$ cat src/rtl/rrSchedPkg.sv
package rrSchedPkg;

  typedef struct packed {
    logic fire;     // a thread was granted this cycle
    logic reissue;  // granted thread is replaying its stalled instruction
  } issueFlags_t;

  function automatic int wrapIdx(input int base, input int step, input int modulus);
    int s;
    s = base + step;
    if (s >= modulus) s = s - modulus;
    return s;
  endfunction

endpackage

$ cat src/rtl/rrSchedState.sv
module rrSchedState #(
  parameter int NUM_THREADS = 8,
  parameter int PIPE_DEPTH  = 4,
  localparam int TW = $clog2(NUM_THREADS),
  localparam int CW = $clog2(PIPE_DEPTH)
) (
  input  logic                   clk,
  input  logic                   rstN,
  input  logic [NUM_THREADS-1:0] inUse,
  input  logic                   pauseValid,
  input  logic [TW-1:0]          pauseTid,
  input  logic [NUM_THREADS-1:0] readyReq,
  input  logic [NUM_THREADS-1:0] grantOh,
  output logic [NUM_THREADS-1:0] eligible,
  output logic [NUM_THREADS-1:0] runnable,
  output logic [NUM_THREADS-1:0] wakeFlag
);

  localparam logic [CW-1:0] COOL_LOAD = CW'(PIPE_DEPTH - 1);

  for (genvar i = 0; i < NUM_THREADS; i++) begin : gThread
    logic [CW-1:0] coolCnt;
    logic          paused;
    logic          wakePend;
    logic          pauseHit;

    assign pauseHit = pauseValid && (pauseTid == TW'(i));

    always_ff @(posedge clk or negedge rstN) begin
      if (!rstN) begin
        coolCnt  <= '0;
        paused   <= 1'b0;
        wakePend <= 1'b0;
      end else begin
        if (grantOh[i])         coolCnt <= COOL_LOAD;
        else if (coolCnt != '0) coolCnt <= coolCnt - 1'b1;

        if (grantOh[i]) wakePend <= 1'b0;

        if (readyReq[i]) begin
          paused <= 1'b0;
          if (paused) wakePend <= 1'b1;
        end else if (pauseHit) begin
          paused <= 1'b1;
        end
      end
    end

    assign runnable[i] = inUse[i] && !paused;
    assign eligible[i] = runnable[i] && (coolCnt == '0);
    assign wakeFlag[i] = wakePend;

    // grant only to an in-use, unpaused, cooled-down thread
    a_r1_grant_runnable: assert property (@(posedge clk) disable iff (!rstN)
      grantOh[i] |-> (inUse[i] && !paused && coolCnt == '0));

    // a granted thread is not eligible in the following cycle
    a_r3_no_back_to_back: assert property (@(posedge clk) disable iff (!rstN)
      grantOh[i] |=> !eligible[i]);

    // a wake line beats a pause request arriving with it
    a_r7_ready_wins: assert property (@(posedge clk) disable iff (!rstN)
      readyReq[i] |=> !paused);

    // a pause request alone takes effect on the next cycle
    a_r5_pause_sets: assert property (@(posedge clk) disable iff (!rstN)
      (pauseHit && !readyReq[i]) |=> paused);

    // waking a paused thread marks its next grant as a replay
    a_r6_wake_marks: assert property (@(posedge clk) disable iff (!rstN)
      (paused && readyReq[i]) |=> wakePend);
  end

endmodule

$ cat src/rtl/rrSchedPick.sv
module rrSchedPick
  import rrSchedPkg::*;
#(
  parameter int NUM_THREADS = 8,
  localparam int TW = $clog2(NUM_THREADS)
) (
  input  logic                   clk,
  input  logic                   rstN,
  input  logic [NUM_THREADS-1:0] eligible,
  input  logic [NUM_THREADS-1:0] wakeFlag,
  output logic [NUM_THREADS-1:0] grantOh,
  output logic [TW-1:0]          grantTid,
  output issueFlags_t            flags
);

  logic [TW-1:0] rrPtr;
  logic          found;

  always_comb begin
    grantOh  = '0;
    grantTid = '0;
    found    = 1'b0;
    for (int k = 0; k < NUM_THREADS; k++) begin
      int idx;
      idx = wrapIdx(int'(rrPtr), k, NUM_THREADS);
      if (!found && eligible[idx]) begin
        found        = 1'b1;
        grantOh[idx] = 1'b1;
        grantTid     = TW'(idx);
      end
    end
  end

  assign flags.fire    = found;
  assign flags.reissue = |(grantOh & wakeFlag);

  always_ff @(posedge clk or negedge rstN) begin
    if (!rstN) begin
      rrPtr <= '0;
    end else if (found) begin
      rrPtr <= (int'(grantTid) == NUM_THREADS - 1) ? '0 : grantTid + 1'b1;
    end
  end

  // a fired grant lands on a thread the state tracker reports eligible
  a_r1_grant_eligible: assert property (@(posedge clk) disable iff (!rstN)
    flags.fire |-> ((grantOh & eligible) != '0));

  // an eligible thread is never left waiting on an empty slot
  a_r11_no_empty_slot: assert property (@(posedge clk) disable iff (!rstN)
    (eligible != '0) |-> flags.fire);

endmodule

$ cat src/rtl/rrIssueSched.sv
module rrIssueSched
  import rrSchedPkg::*;
#(
  parameter int NUM_THREADS = 8,
  parameter int PIPE_DEPTH  = 4,
  localparam int TW = $clog2(NUM_THREADS)
) (
  input  logic                   clk,
  input  logic                   rstN,
  input  logic [NUM_THREADS-1:0] threadInUse,
  input  logic                   pauseValid,
  input  logic [TW-1:0]          pauseTid,
  input  logic [NUM_THREADS-1:0] readyReq,
  output logic                   issueValid,
  output logic [TW-1:0]          issueTid,
  output logic                   reissue,
  output logic                   idle
);

  logic [NUM_THREADS-1:0] eligible;
  logic [NUM_THREADS-1:0] runnable;
  logic [NUM_THREADS-1:0] wakeFlag;
  logic [NUM_THREADS-1:0] grantOh;
  issueFlags_t            flags;

  rrSchedState #(.NUM_THREADS(NUM_THREADS), .PIPE_DEPTH(PIPE_DEPTH)) uState (
    .clk        (clk),
    .rstN       (rstN),
    .inUse      (threadInUse),
    .pauseValid (pauseValid),
    .pauseTid   (pauseTid),
    .readyReq   (readyReq),
    .grantOh    (grantOh),
    .eligible   (eligible),
    .runnable   (runnable),
    .wakeFlag   (wakeFlag)
  );

  rrSchedPick #(.NUM_THREADS(NUM_THREADS)) uPick (
    .clk      (clk),
    .rstN     (rstN),
    .eligible (eligible),
    .wakeFlag (wakeFlag),
    .grantOh  (grantOh),
    .grantTid (issueTid),
    .flags    (flags)
  );

  assign issueValid = flags.fire;
  assign reissue    = flags.reissue;
  assign idle       = ~|runnable;

  // nothing issues while the block reports idle
  a_r9_idle_quiet: assert property (@(posedge clk) disable iff (!rstN)
    idle |-> !issueValid);

  // the replay flag only accompanies a real grant
  a_r6_reissue_needs_grant: assert property (@(posedge clk) disable iff (!rstN)
    reissue |-> issueValid);

endmodule

$ cat config.mk
export PLATFORM = sky130hd
export DESIGN_NAME = rrIssueSched
export DESIGN_NICKNAME = d
export VERILOG_FILES = /design/src/rtl/rrSchedPkg.sv /design/src/rtl/rrSchedState.sv /design/src/rtl/rrSchedPick.sv /design/src/rtl/rrIssueSched.sv
export SDC_FILE = /design/constraint.sdc
export NUM_CORES = 1
export LEC_CHECK = 0
export ABC_AREA = 1
export BUFFER_PORTS_ARGS = -buffer_cell sky130_fd_sc_hd__buf_2
export CORE_MARGIN = 4
export CORE_UTILIZATION = 48
export DETAILED_ROUTE_END_ITERATION = 10
export PLACE_DENSITY = 0.76
export SLEW_MARGIN = 20
export SYNTH_ARGS = -nofsm -noshare
export SYNTH_HDL_FRONTEND = slang
export SYNTH_HIERARCHICAL = 1
export SYNTH_SLANG_ARGS = --single-unit
$ cat constraint.sdc
create_clock -name clk -period 3.4 [get_ports clk]
set_clock_uncertainty 0.15 [all_clocks]
set_input_delay 0.85 -clock clk [delete_from_list [all_inputs] [get_ports clk]]
set_output_delay 0.85 -clock clk [all_outputs]
set_load 0.05 [all_outputs]
Yosys cells after proc, flatten, opt, wreduce, memory -nomap -nowiden
Cells that the tools add are included.
{ "op_classes": {"addsub": 24, "n_lt_le_gt_ge": 24, "n_eq_ne": 8, "muxes": 129, "bitwise": 8, "n_reduce_logical": 90} }
{ "op_table": {"columns": ["op", "count"], "rows": [
  ["$ge A32 B1 Y1 const B", 8],
  ["$lt A32 B5 Y1 const B", 8],
  ["$mux W32", 8],
  ["$ge A32 B5 Y1 const B", 7],
  ["$sub A32 B5 Y32 const B", 7],
  ["$mux W1", 72],
  ["$mux W8", 8],
  ["$or A8 B8 Y8", 7],
  ["$reduce_bool A2 Y1", 24],
  ["$logic_and A1 B1 Y1", 39],
  ["$mux W2", 16],
  ["$mux W3", 9],
  ["$bmux W1 S3", 8],
  ["$demux W1 S3", 8],
  ["$add A3 B3 Y4 const B", 4],
  ["$logic_not A1 Y1", 16],
  ["$logic_not A2 Y1", 8],
  ["$reduce_or A8 Y1", 2],
  ["$sub A2 B1 Y2 const B", 8],
  ["$eq A3 B3 Y1 const B", 4],
  ["$add A3 B2 Y4 const B", 2],
  ["$and A8 B8 Y8", 1],
  ["$eq A3 B1 Y1 const B", 2],
  ["$eq A3 B2 Y1 const B", 2],
  ["other kinds (5)", 5]
]} }
{ "totals": {"regBits": 35, "inputBits": 22, "output_inout_bits": 6, "wordCells": 308} }

Depth between registers and ports, before layout
{ "depth": {"word_depth": 31, "depth_mapped": 22, "depth_no_buf": 21} }

By module
The synthesis kept the hierarchy.
{ "modules_own_cells": {"columns": ["mod", "n_inst", "cells_per_inst", "area_each_um2", "seq_area_each_um2"], "rows": [
  ["rrSchedPick", 1, 323, 1747.9, 75.1],
  ["rrSchedState", 1, 179, 1560.2, 800.8],
  ["rrIssueSched", 1, 7, 26.3, 0.0]
]} }

Worst setup path after synthesis
No wires, ideal clock.
{ "synth_timing": {"kind": "flip-flop to output port", "from": "register uPick.rrPtr[0]", "to": "output issueTid[2]", "t_arrival_ns": 3.210, "required_ns": 2.400, "slack_ns": -0.810, "stages_incl_launch_ff": 15, "path_buffers": 3, "path_cell_list": "dfrtp_1 inv_2 buf_6 clkbuf_1 ha_1 inv_1 nand3_2 nand3_2 nand2_1 nor2_2 nand4_4 nor2_4 buf_6 nand3_2 o221ai_1"} }
{ "synth_between": {"elab_chain_len": 27, "elab_cells_between_ends": 84, "classes_between": "add/sub (15); order compare (8); mux (47); reduce/logical (14)"} }
{ "synth_lines": {"columns": ["element", "line_no", "text"], "rows": [
  ["start: declaration", "rrSchedPick.sv:16", "logic [TW-1:0] rrPtr;"],
  ["start signal: assignment", "rrSchedPick.sv:41", "rrPtr <= (int'(grantTid) == NUM_THREADS - 1) ? '0 : grantTid + 1'b1;"],
  ["parallel branches: the longest is 26 deep, another holds $sub A32 B5 Y32", null, null],
  ["$mux W3 (*)", "rrSchedPick.sv:26", "if (!found && eligible[idx]) begin"],
  ["end: declaration", "rrIssueSched.sv:15", "output logic [TW-1:0] issueTid,"]
]} }
Every way passes the cells marked *. The select of a mux whose other input is x is not followed.

Worst setup path after layout
{ "layout_timing": {"from": "input threadInUse[3]", "to": "output reissue"} }
{ "layout_between": {"elab_chain_len": 29, "elab_cells_between_ends": 64, "classes_between": "mux (39); bitwise (8); reduce/logical (17)"} }
{ "layout_lines": {"columns": ["element", "line_no", "text"], "rows": [
  ["start: declaration", "rrIssueSched.sv:10", "input logic [NUM_THREADS-1:0] threadInUse,"],
  ["$logic_and A1 B1 Y1 (*)", "rrSchedState.sv:49", "assign runnable[i] = inUse[i] && !paused;"],
  ["$logic_and A1 B1 Y1 (*)", "rrSchedState.sv:50", "assign eligible[i] = runnable[i] && (coolCnt == '0);"],
  ["named net eligible[3]", "rrIssueSched.sv:20", "logic [NUM_THREADS-1:0] eligible;"],
  ["$bmux W1 S3", "rrSchedPick.sv:26", null],
  ["$mux W1 (not written as such) (2 in series)", "rrSchedPick.sv:26", null],
  ["$mux W1", "rrSchedPick.sv:26", null],
  ["$logic_not A1 Y1", "rrSchedPick.sv:26", null],
  ["$logic_and A1 B1 Y1", "rrSchedPick.sv:26", null],
  ["[... 14 more ...]", null, null],
  ["$logic_and A1 B1 Y1", "rrSchedPick.sv:26", null],
  ["$mux W1", "rrSchedPick.sv:26", null],
  ["$logic_not A1 Y1", "rrSchedPick.sv:26", null],
  ["$logic_and A1 B1 Y1", "rrSchedPick.sv:26", null],
  ["$mux W8 (*)", "rrSchedPick.sv:26", null],
  ["named net grantOh[3]", "rrIssueSched.sv:23", "logic [NUM_THREADS-1:0] grantOh;"],
  ["$and A8 B8 Y8 (*)", "rrSchedPick.sv:35", "assign flags.reissue = |(grantOh & wakeFlag);"],
  ["$reduce_or A8 Y1 (*)", "rrSchedPick.sv:35", null],
  ["end: declaration", "rrIssueSched.sv:16", "output logic reissue,"]
]} }
The timed path passes the listed nets; every way through them passes the cells marked *. The select of a mux whose other input is x is not followed.

==> run summary <==
Status: finished, violations left
Failing checks: setup timing
DR WL met3: 1.20 mm
PortBufs: 27
Mapped Nets: 549
Vias in the first global route: 3,761
Syn. warnings: 6
DR pass1 iterations: 5
CTS HTree Levels: 2
Syn-to-layout area delta: 47.5%
CTS tree: done
NumNets Final: 654
Slowest Stage Delay on Critical Path: 0.23 ns
Fmax: 251 MHz
WL/cell: 18.8 um
Post-detail-place hpwl: 7.91 mm
Final number of max-transition violations: 0
Die width: 91.3 um
Final ANT Viol Nets: 0
Setup_tns: -2.24 ns
Routed wl met2: 6.22 mm
Worst relative slew slack: 0.479
Crit path required time: 2.40 ns
Top-area cell type share of the netlist area: 0.263
Worst reg-to-reg path cell count: 23
Initial core utilization: 0.494
Routed vias/inst: 6.03
Final worst-path cycle share: 1.17
Layout cells sized above 1: 0.426
Final worst path period need: 3.99 ns
Synth Register Bits: 35
Mapped cell area: 0.00333 sq mm
Post-Syn Area per Cell: 6.55 sq um
Core Region: 0.00676 sq mm
Met1 WL: 4.77 mm
Ports: 28
Drc violations: 0
Worst-path cell with the longest stage delay: nor2_4
Vias: 4,192
1st-iter DRT viols: 486
DR top layer: met4
Clock Path Buffers: 2
Global Route Usage Sum: 0.254
Synth cell types: 32
Hold Path End: uState/gThread[3].coolCnt[1]$_DFFE_PN0P_
Slew @ Worst Pin: 0.781 ns
Most frequent CP cell: nand2_1
Die height: 91.3 um
Number of max-cap violations: 0
Worst slack at placement: -0.502 ns
Setup crit end kind: output pin
Most numerous cell in the Yosys netlist: nand2_1
Hold Crit Start: uState/gThread[3].coolCnt[1]$_DFFE_PN0P_
CP startpoint kind: input pin
PnR worst setup slack: -0.590 ns
Area leader, netlist: dfrtp_1
Syn Inst Count: 509
Die area: 0.00834 sq mm
Top FF cell, synth: dfrtp_1
Layout Cells excl Fill: 695
Synth async-reset ratio: 1.00
Final setup viols: 6
CTS Buf Count: 5
Hold Buf Count CTS: 0
Antenna cells: 0
Final WL: 13.0 mm
Placer Congestion: 0.967
Reg-to-reg startpoint: uState/gThread[2].coolCnt[1]$_DFFE_PN0P_
Synth area leaders: dfrtp_1 (26%), nand2_1 (14%), inv_1 (8.0%)
First-pass GRT wire length: 17.2 mm
Crit path kind: input pin to output pin
Largest net degree at the start of global routing: 36
WP data arrival: 2.99 ns
Clk_lat worst skew: 0.29 ns
Number of antenna violations at the first check in global routing: 0
Crit-path cells: buf_6 -> and3_4 -> nand2_4 -> nand3_1 -> nand2_1 -> nand2_1 -> nand2_2 -> nand4_4 -> nor2_4 -> clkbuf_16 -> nand4_1 -> nand3_2 -> nand2_1 -> nand2_1 -> nor2_2 -> nand2_2 -> buf_8
Unrepaired setup endpoints after global routing: yes
GR Overflow Total: 0
Reg2reg end: uPick/rrPtr[2]$_DFFE_PN0P_
Worst hold stages: 2
EDFF count, synth: 0
Clock Pin Slew Worst Setup and Hold Paths: 0.07 ns
Hold Vio Cnt, Final: 0
Seq/Total Area, Yosys: 0.263
Sink Count: 35
Most frequent cells after synthesis: nand2_1 (120), inv_1 (71), nor2_1 (52)
Hold WC Path Type: register to register
Root Driver: clkbuf_8
Floorplan row count: 30
R2r setup slk: -0.01 ns
Critical Path Fanout Max: 8
Dpl cells: 665
## how the worst max path moves through the flow
stage | startpoint | end | slack, ns | cells after the start
after floorplan | threadInUse[7] | issueTid[1] | -0.45 | 11
after CTS | threadInUse[6] | issueTid[1] | -0.35 | 14
after global placement | threadInUse[6] | reissue | -0.48 | 18
final | threadInUse[3] | reissue | -0.59 | 17
after global routing | uPick/rrPtr[1]$_DFFE_PN0P_ | reissue | -0.63 | 19
after detailed placement | threadInUse[6] | reissue | -0.50 | 18
## final cells by class
| type | count | area [sq um] |
|---|---|---|
| multi-input cells | 377 | 2590 |
| fillers | 436 | 1840 |
| repair buffers | 114 | 945 |
| flip-flops and latches | 35 | 877 |
| inverters | 81 | 319 |
| well taps | 80 | 100 |
| clock buffers | 6 | 72.6 |
| clock inverters | 2 | 12.5 |
## cells by family (layout without fill, tap and decap cells)
kind of cell    Yosys count  in the layout  share of synthesized area
compound gates           62             62                      0.106
xor+xnor                  1              1                    0.00263
fa+ha+maj                18             18                     0.0675
buf+inv                 101            203                      0.136
flops                    35             35                      0.263
simple gates            292            296                      0.425
## critical path, delay by kind of cell
family | cells | cell delay [ns]
AND/OR/NAND/NOR | 14 | 1.71
buffers and inverters | 3 | 0.42
## layer usage
layer  up-vias  track usage
met1      1943        0.303
met2       302        0.435
met5         -            0
met3        87       0.0348
li1       1860            -
met4         0        0.147
## sequential cells by signal (all words and copies together), names as in the netlist
register,flops
uState/gThread.coolCnt,16
uState/gThread.paused,8
uState/gThread.wakePend,8
uPick/rrPtr,3
## metrics by stage
stage / hold WS, ns / instance area [sq um] / utilization
2_1_floorplan: 0.297 / 3490 / -
3_3_place_gp: 0.323 / 4080 / 0.604
3_5_place_dp: 0.336 / 4080 / 0.604
4_1_cts: 0.345 / 4390 / 0.649
5_1_grt: 0.398 / 4920 / 0.728
6_report: 0.361 / 4920 / 0.728
## what timing repair did
| action | CTS | global route |
|---|---|---|
| gates cloned | 4 | 2 |
| gates resized for setup | 41 | 93 |
| endpoints found under the setup margin | 5 | 7 |
| hold endpoints to repair | 0 | 0 |
| buffers inserted | 5 | 11 |
| pin swaps | 16 | 28 |
## cells in the final DEF, fill, tap and decap left out, types with 2 or more instances in the layout
| cell | n |
|---|---|
| nand2_1 | 93 |
| buf_4 | 78 |
| inv_1 | 65 |
| nor2_1 | 37 |
| dfrtp_1 | 34 |
| o21ai_0 | 25 |
| a21oi_1 | 21 |
| nand3_2 | 20 |
| nand2_4 | 20 |
| nand3_1 | 19 |
| nor3_1 | 19 |
| nor2_2 | 18 |
| nand4_1 | 18 |
| buf_2 | 17 |
| nand2_2 | 15 |
| inv_2 | 12 |
| nand3_4 | 12 |
| buf_6 | 11 |
| ha_1 | 10 |
| nor2_4 | 9 |
| and3_4 | 8 |
| clkbuf_8 | 5 |
| o21ai_1 | 5 |
| a21oi_2 | 5 |
| buf_8 | 4 |
| ha_4 | 4 |
| ha_2 | 4 |
| nor3_2 | 3 |
| clkbuf_16 | 2 |
| inv_4 | 2 |
| inv_6 | 2 |
| buf_12 | 2 |
Power is left out: the tool's default activity adds up to more than one toggle a clock period on the data nets, which glitch-free logic cannot reach.
